File: config.mk
export PLATFORM = sky130hd
export DESIGN_NAME = wlock_gate
export DESIGN_NICKNAME = d
export VERILOG_FILES = /design/src/rtl/wlock_pkg.sv /design/src/rtl/wlock_key_seq.sv /design/src/rtl/wlock_prot_reg.sv /design/src/rtl/wlock_readback.sv /design/src/rtl/wlock_gate.sv
export SDC_FILE = /design/constraint.sdc
export NUM_CORES = 1
export LEC_CHECK = 0
export BUFFER_PORTS_ARGS = -buffer_cell sky130_fd_sc_hd__buf_2
export CAP_MARGIN = 15
export CORE_MARGIN = 2
export CORE_UTILIZATION = 47
export CTS_CLUSTER_SIZE = 10
export DETAILED_ROUTE_END_ITERATION = 8
export GPL_ROUTABILITY_DRIVEN = 0
export GPL_TIMING_DRIVEN = 0
export HOLD_SLACK_MARGIN = 0.05
export PLACE_DENSITY = 0.84
export SLEW_MARGIN = 10
export SYNTH_ARGS = -nofsm -noshare
export SYNTH_HDL_FRONTEND = slang
export SYNTH_HIERARCHICAL = 1
export SYNTH_SLANG_ARGS = --single-unit
File: constraint.sdc
create_clock -name clk -period 1.6 [get_ports clk]
set_input_delay 0.32 -clock clk [delete_from_list [all_inputs] [get_ports clk]]
set_output_delay 0.32 -clock clk [all_outputs]
set_load 0.01 [all_outputs]
File: src/rtl/wlock_pkg.sv
package wlock_pkg;
  localparam int unsigned BYTE_W  = 8;
  localparam int unsigned KEY_LEN = 6;

  function automatic logic [BYTE_W-1:0] key_byte(input int unsigned idx);
    case (idx)
      0:       key_byte = 8'hAA;
      1:       key_byte = 8'h55;
      2:       key_byte = 8'h50;
      3:       key_byte = 8'h41;
      4:       key_byte = 8'h52;
      5:       key_byte = 8'h44;
      default: key_byte = 8'h00;
    endcase
  endfunction
endpackage

File: src/rtl/wlock_key_seq.sv
module wlock_key_seq
  import wlock_pkg::*;
#(
  parameter int unsigned ADDR_W   = 8,
  parameter logic [ADDR_W-1:0] KEY_ADDR = 8'hDA
) (
  input  logic              clk,
  input  logic              rst_n,
  input  logic              wr_en,
  input  logic [ADDR_W-1:0] wr_addr,
  input  logic [BYTE_W-1:0] wr_data,
  output logic              unlocked
);
  localparam int unsigned IDX_W = $clog2(KEY_LEN + 1);
  localparam logic [IDX_W-1:0] LAST_IDX = IDX_W'(KEY_LEN - 1);

  logic [IDX_W-1:0] idx_q, idx_d;
  logic             unl_q, unl_d;
  logic             key_hit;
  logic             state_en;
  logic [BYTE_W-1:0] expect_byte;

  assign key_hit     = wr_en && (wr_addr == KEY_ADDR);
  assign expect_byte = key_byte(int'(idx_q));
  assign state_en    = key_hit;

  // next-state: sequence position and lock flag
  always_comb begin
    idx_d = idx_q;
    unl_d = unl_q;
    if (unl_q) begin
      if (wr_data == '0) begin
        unl_d = 1'b0;
        idx_d = '0;
      end
    end else if (wr_data == expect_byte) begin
      if (idx_q == LAST_IDX) begin
        unl_d = 1'b1;
        idx_d = '0;
      end else begin
        idx_d = idx_q + 1'b1;
      end
    end else if (wr_data == key_byte(0)) begin
      idx_d = IDX_W'(1);
    end else begin
      idx_d = '0;
    end
  end

  always_ff @(posedge clk or negedge rst_n) begin
    if (!rst_n) begin
      idx_q <= '0;
      unl_q <= 1'b0;
    end else if (state_en) begin
      idx_q <= idx_d;
      unl_q <= unl_d;
    end
  end

  assign unlocked = unl_q;
endmodule

File: src/rtl/wlock_prot_reg.sv
module wlock_prot_reg
  import wlock_pkg::*;
#(
  parameter int unsigned ADDR_W = 8,
  parameter logic [ADDR_W-1:0] PROT_ADDR = 8'hB3,
  parameter logic [BYTE_W-1:0] OFF_CODE  = 8'h10,
  parameter logic [BYTE_W-1:0] ON_CODE   = 8'h00
) (
  input  logic              clk,
  input  logic              rst_n,
  input  logic              wr_en,
  input  logic [ADDR_W-1:0] wr_addr,
  input  logic [BYTE_W-1:0] wr_data,
  output logic              prot_off
);
  logic off_q, off_d, off_en;
  logic prot_hit;

  assign prot_hit = wr_en && (wr_addr == PROT_ADDR);

  always_comb begin
    off_d  = off_q;
    off_en = 1'b0;
    if (prot_hit && (wr_data == OFF_CODE)) begin
      off_d  = 1'b1;
      off_en = 1'b1;
    end else if (prot_hit && (wr_data == ON_CODE)) begin
      off_d  = 1'b0;
      off_en = 1'b1;
    end
  end

  always_ff @(posedge clk or negedge rst_n) begin
    if (!rst_n)      off_q <= 1'b0;
    else if (off_en) off_q <= off_d;
  end

  assign prot_off = off_q;
endmodule

File: src/rtl/wlock_readback.sv
module wlock_readback
  import wlock_pkg::*;
#(
  parameter int unsigned ADDR_W = 8,
  parameter logic [ADDR_W-1:0] KEY_ADDR  = 8'hDA,
  parameter logic [ADDR_W-1:0] PROT_ADDR = 8'hB3,
  parameter logic [BYTE_W-1:0] OFF_CODE  = 8'h10,
  parameter logic [BYTE_W-1:0] ON_CODE   = 8'h00
) (
  input  logic [ADDR_W-1:0] rd_addr,
  input  logic              unlocked,
  input  logic              prot_off,
  output logic [BYTE_W-1:0] rd_data
);
  always_comb begin
    rd_data = '0;
    if (rd_addr == KEY_ADDR)       rd_data = {{(BYTE_W-1){1'b0}}, unlocked};
    else if (rd_addr == PROT_ADDR) rd_data = prot_off ? OFF_CODE : ON_CODE;
  end
endmodule

File: src/rtl/wlock_gate.sv
module wlock_gate
  import wlock_pkg::*;
#(
  parameter int unsigned ADDR_W     = 8,
  parameter int unsigned RST_STAGES = 2,
  parameter logic [ADDR_W-1:0] KEY_ADDR  = 8'hDA,
  parameter logic [ADDR_W-1:0] PROT_ADDR = 8'hB3
) (
  input  logic              clk,
  input  logic              rst_n,
  input  logic              wr_en,
  input  logic [ADDR_W-1:0] wr_addr,
  input  logic [BYTE_W-1:0] wr_data,
  input  logic [ADDR_W-1:0] rd_addr,
  output logic [BYTE_W-1:0] rd_data,
  input  logic              page_wr_req,
  output logic              page_wr_grant,
  input  logic              sts_cmd_req,
  output logic              sts_cmd_grant
);
  logic [RST_STAGES-1:0] rst_pipe_q;
  logic                  rst_sync_n;
  logic                  unlock_q;
  logic                  prot_off_q;

  // asynchronous assert, synchronous release
  always_ff @(posedge clk or negedge rst_n) begin
    if (!rst_n) rst_pipe_q <= '0;
    else        rst_pipe_q <= {rst_pipe_q[RST_STAGES-2:0], 1'b1};
  end
  assign rst_sync_n = rst_pipe_q[RST_STAGES-1];

  wlock_key_seq #(.ADDR_W(ADDR_W), .KEY_ADDR(KEY_ADDR)) u_seq (
    .clk(clk), .rst_n(rst_sync_n), .wr_en(wr_en), .wr_addr(wr_addr),
    .wr_data(wr_data), .unlocked(unlock_q)
  );

  wlock_prot_reg #(.ADDR_W(ADDR_W), .PROT_ADDR(PROT_ADDR)) u_prot (
    .clk(clk), .rst_n(rst_sync_n), .wr_en(wr_en), .wr_addr(wr_addr),
    .wr_data(wr_data), .prot_off(prot_off_q)
  );

  wlock_readback #(.ADDR_W(ADDR_W), .KEY_ADDR(KEY_ADDR), .PROT_ADDR(PROT_ADDR)) u_rb (
    .rd_addr(rd_addr), .unlocked(unlock_q), .prot_off(prot_off_q), .rd_data(rd_data)
  );

  assign page_wr_grant = page_wr_req & unlock_q;
  assign sts_cmd_grant = sts_cmd_req & prot_off_q;
endmodule

Word level (Yosys, flattened, before mapping)
Cells that the tools add are included.
{"block": "totals", "reg_bits": 7, "out_inout_bits": 10, "word_cells": 46, "in_bits": 29}
{"block": "op_classes", "bitwise_logic": 2, "reduce_logical": 9, "muxes": 17, "eq_ne": 13, "add_sub_neg": 1}
{"operator": "$pmux W8 S6", "count": 1}
{"operator": "$eq A8 B8 Y1 const B", "count": 5}
{"operator": "$mux W8", "count": 2}
{"operator": "$mux W3", "count": 4}
{"operator": "$mux W1", "count": 9}
{"operator": "$eq A8 B5 Y1 const B", "count": 1}
{"operator": "$eq A8 B8 Y1", "count": 1}
{"operator": "$logic_not A8 Y1", "count": 1}
{"operator": "$eq A3 B2 Y1 const B", "count": 2}
{"operator": "$eq A3 B3 Y1 const B", "count": 2}
{"operator": "$mux W5", "count": 1}
{"operator": "$logic_and A1 B1 Y1", "count": 4}
{"operator": "$reduce_and A2 Y1", "count": 2}
{"operator": "$add A3 B1 Y3 const B", "count": 1}
{"operator": "$eq A3 B1 Y1 const B", "count": 1}
{"operator": "$logic_not A3 Y1", "count": 1}
{"operator": "$and A1 B1 Y1", "count": 2}
{"operator": "$ne A2 B1 Y1 const B", "count": 1}
{"operator": "$reduce_bool A2 Y1", "count": 1}

Longest topological paths before layout
{"block": "depth", "ltp_word": 6, "ltp_mapped": 8, "ltp_nobuf": 7}

Modules after synthesis
Netlist, hierarchy kept.
{"module": "wlock_key_seq", "seq_area_each_um2": 100.1, "area_each_um2": 480.5, "cells_per_inst": 53, "instances": 1}
{"module": "wlock_readback", "seq_area_each_um2": 0.0, "area_each_um2": 93.8, "cells_per_inst": 13, "instances": 1}
{"module": "wlock_prot_reg", "seq_area_each_um2": 25.0, "area_each_um2": 87.6, "cells_per_inst": 7, "instances": 1}
{"module": "wlock_gate", "seq_area_each_um2": 50.0, "area_each_um2": 66.3, "cells_per_inst": 5, "instances": 1}

Least setup slack after synthesis
Ideal clock, no wire load.
{"block": "synth_timing", "path_kind": "register to register", "start": "register u_seq.idx_q[1]", "end": "register u_seq.idx_q[0]", "arrival_time_ns": 1.792, "path_buffers": 1, "stages_incl_launch_ff": 9, "t_required_ns": 1.499, "setup_ns": 0.101, "path_slack_ns": -0.292, "period_less_slack_ns": 1.892, "cell_sequence": "dfrtp_1 buf_6 and2_1 ha_1 xor2_1 a211oi_2 a311oi_1 or2_4 o311ai_2"}
{"block": "synth_via", "elab_chain_len": 5, "elab_cells_between_ends": 11, "classes_between": "eq/ne: 6; mux: 4; reduce/logical: 1"}
{"item": "start, declared", "line_no": "wlock_key_seq.sv:17", "source": "logic [IDX_W-1:0] idx_q, idx_d;"}
{"item": "start signal, assigned", "line_no": "wlock_key_seq.sv:55", "source": "idx_q <= idx_d;"}
{"item": "$eq A3 B3 Y1 (tied with other cells)", "line_no": "wlock_pkg.sv:6, wlock_key_seq.sv:37"}
{"item": "$pmux W8 S6", "line_no": "wlock_pkg.sv:6", "source": "case (idx)"}
{"item": "$eq A8 B8 Y1", "line_no": "wlock_key_seq.sv:36", "source": "end else if (wr_data == expect_byte) begin"}
{"item": "$mux W3 *", "line_no": "wlock_key_seq.sv:36"}
{"item": "$mux W3 *", "line_no": "wlock_key_seq.sv:31", "source": "if (unl_q) begin"}
Mark *: on every way between the ends. The rest lies on a longest branch, timed or not.
A chain may end at the register's enable or synchronous reset.

Worst setup path in the final report
{"block": "layout_timing", "start": "register u_seq.idx_q[1]", "end": "register u_seq.unl_q, in the netlist u_seq/unlocked"}
{"block": "layout_via", "elab_chain_len": 5, "elab_cells_between_ends": 11, "classes_between": "eq/ne: 6; mux: 4; reduce/logical: 1"}
{"item": "$eq A3 B3 Y1 (tied with other cells)", "line_no": "wlock_pkg.sv:6, wlock_key_seq.sv:37"}
{"item": "$pmux W8 S6", "line_no": "wlock_pkg.sv:6"}
{"item": "$eq A8 B8 Y1", "line_no": "wlock_key_seq.sv:36"}
{"item": "$mux W1 *", "line_no": "wlock_key_seq.sv:36"}
{"item": "$mux W1 *", "line_no": "wlock_key_seq.sv:31"}
{"item": "end signal, assigned", "line_no": "wlock_key_seq.sv:56", "source": "unl_q <= unl_d;"}
{"item": "end, declared", "line_no": "wlock_key_seq.sv:18", "source": "logic unl_q, unl_d;"}
Marks and branches as above.

==> results_dict.tcl <==
set metrics [dict create \
    status "complete, but fails checks" \
    violations "negative setup slack" \
    total_power_mw 0.434 \
    core_area_sq_um 1470 \
    clk_latency_ps 250 \
    cpPeakStageDelay_ps 410 \
    avgSynthCellArea_sq_um 9.34 \
    timing.final.crit_share_pct 115 \
    fp.dieH_microns 43.4 \
    clk_path_buf_depth 2 \
    arrival_ps 1980 \
    ys_ff_latch 7 \
    required_ps 1750 \
    globalRoute.totalOverflow 0 \
    route.detailed.drc 0 \
    synth.distinct_cells 42 \
    grt_max_degree 11 \
    yosysWarnings 6 \
    die-area_sq_um 1880 \
    final_area_sq_um 1020 \
    clock-root-buffer "clkbuf_4" \
    clock-skew-final_ps 2.61 \
    initial_core_util_pct 49.5 \
    num_io_pins 39 \
    hold_path.class "register to asynchronous set/reset pin" \
    cts_sinks 7 \
    dp_slack_ps -292 \
    power_leakage_nw 0.477 \
    std_cell_rows 14 \
    synth-adder-area-share_pct 1.72 \
    routedWlPerCell_microns 12.9 \
    synthCells 78 \
    hold_viol 0 \
    worst_slack_ps -232 \
    crit_fanout 7 \
    cts_tree "done" \
    slew_violations 0 \
    ff2ff_setup_slack_ps -230 \
    peakVddDrop_mv 0.449 \
    post-route-util_pct 69.6 \
    grt_pass1_wl_microns 3050 \
    layout-drive-gt1-share_pct 49.6 \
    power.density_nw_per_um2 424 \
    yosysSeqAreaShare_pct 24.1 \
    grt_use_total_pct 21.3 \
    clk_pin_slew_ps 50 \
    synth-compound-area-share_pct 16.2 \
    fmax_ghz 0.546 \
    nNetsFinal 154 \
    tns_ps -748 \
    port_buffers 32 \
    synth_top_family_by_area "simple AND/OR/NAND/NOR gates" \
    finalSetupViolCount 4 \
    synth-simple-area-share_pct 40.7 \
    drv_cap 0 \
    dpl_cell_area_sq_um 952 \
    syn2layout_area_growth_pct 40.5 \
    cp-end-kind "register" \
    crit_chain "buf_6 -> and2_4 -> ha_4 -> xor2_1 -> a211oi_2 -> a311oi_2 -> or2_4 -> o41ai_2" \
    worstSetupPathType "register to register" \
    dpl.hpwl_microns 1460 \
    start_kind "register" \
    synthMuxAreaShare_pct 2.92 \
    synth_xor_area_share_pct 2.41 \
    num_antenna_cells 0 \
    firstDrtPassIters 4 \
    num_vias 798 \
    routed_wl_microns 1800 \
    vias_per_cell 5.74 \
    antenna_found_initial 0 \
    synth.cell_area_sq_um 728 \
    die_w_microns 43.4 \
    cpMaxStageDelayCell "dfrtp_1" \
    drt_iter0_markers 7 \
    rsz0062_at_grt "yes" \
    period_minus_slack_ps 1830 \
    drtAntennaViolNets 0 \
    htreeDepth 1 \
    cts_made_buffers 3 \
    ff2ff_path_depth 8 \
    grt_pass1_vias 772 \
]
final timing paths:
path	from	end
worst min-delay path	rst_pipe_q[1]	u_seq/unlocked
min in group clk	rst_pipe_q[0]	rst_pipe_q[1]
worst max register to register	u_seq/idx_q[1]	u_seq/unlocked
max in group asynchronous	rst_n	rst_pipe_q[1]
worst min register to register	rst_pipe_q[1]	u_seq/unlocked
worst max-delay path	u_seq/idx_q[1]	u_seq/unlocked
timing repair:
item,in CTS,in global routing
gates resized for setup,2,4
endpoints found under the setup margin,4,4
buffers inserted,3,0
hold buffers,1,0
hold endpoints to repair,2,0
gates cloned,0,0
per-layer routing:
| metal | part of all wire, % | GRT usage [%] | vias up | routed length [microns] |
|---|---|---|---|---|
| met5 | 0 | 0 | - | 0 |
| met4 | 0.44 | 6.06 | 0 | 8 |
| met3 | 11 | 7.08 | 2 | 197 |
| met2 | 52 | 38.5 | 45 | 930 |
| met1 | 37 | 23.6 | 368 | 661 |
| li1 | - | - | 383 | - |
cell usage after synthesis:
library cell	instances	area [sq um]
dfrtp_1	7	175
buf_4	6	45.0
o21ai_0	5	25.0
nand2_1	4	15.0
nor3b_1	4	30.0
and2_1	3	18.8
and4b_1	3	30.0
or3_1	3	18.8
a21o_1	2	15.0
buf_6	2	22.5
conb_1	2	7.51
inv_1	2	7.51
nand4_1	2	12.5
nand4b_1	2	17.5
nor3_1	2	10.0
nor4_2	2	25.0
or3b_1	2	17.5
a2111oi_0	1	8.76
a211oi_2	1	12.5
a311oi_1	1	8.76
buf_2	1	5.00
ha_1	1	12.5
mux2_1	1	11.3
mux2i_1	1	10.0
nand2b_1	1	6.26
nand3_1	1	5.00
nand3b_1	1	7.51
nand4bb_1	1	11.3
nor3_2	1	10.0
nor4_1	1	6.26
nor4b_1	1	8.76
nor4bb_1	1	10.0
o211ai_1	1	7.51
o21a_1	1	7.51
o311ai_2	1	16.3
o41ai_2	1	16.3
or2_4	1	8.76
or3_4	1	11.3
or3b_2	1	8.76
or4_1	1	7.51
xnor2_1	1	8.76
xor2_1	1	8.76
worst max-delay path: cells and delay by family (launching register included):
kind	cells	cell delay, ps
adder cells (fa/ha/maj)	1	160
AO/OA/AOI/OAI	3	450
XOR/XNOR	1	140
flip-flops	1	410
AND/OR/NAND/NOR	2	440
buffers and inverters	1	150
kinds of logic after synthesis:
family,Yosys count
xor gates and xnor gates,2
AOI/OAI and AO/OA,14
other,2
and+or+nand+nor,39
DFF,7
buffers and inverters,11
adders and majority gates,1
muxes,2
placed cells by master (no fill, tap or decap), drive strengths merged, types with 2 or more instances in the layout:
cell	netlist	layout
clkbuf	0	4
o21ai	5	5
nand2	4	4
nand4	2	2
inv	2	2
and4b	3	3
conb	2	7
nor4	3	3
or3b	3	3
nor3b	4	4
dfrtp	7	7
and2	3	3
a21o	2	2
nor3	3	3
or3	4	4
nand4b	2	2
buf	9	44
area by class of cell:
class,instances,area [sq um]
multi-input combinational,65,523
fill,123,448
timing repair buffer,36,193
sequential,7,175
buffer,9,78.8
clock buffer,4,26.3
tap,16,20.0
inverter,2,7.51
power breakdown:
part	total (mW)	switching, mW	internal (mW)
clock network	0.160	0.0644	0.0951
logic	0.0914	0.0422	0.0492
registers	0.183	0.00295	0.180
total	0.434	0.110	0.324
metrics by stage:
step           hold slack (ps)  cells
2_1_floorplan             24.4     83
3_3_place_gp              71.7    131
3_5_place_dp              82.2    131
4_1_cts                   87.1    139
5_1_grt                    118    139
6_report                  83.0    139
flip-flops by register name, summed over array words and instances (netlist names):
name	flops
rst_pipe_q	2
u_prot/prot_off	1
u_seq/idx_q	3
u_seq/unlocked	1
Note: power is estimated with default switching activity, not from simulation.
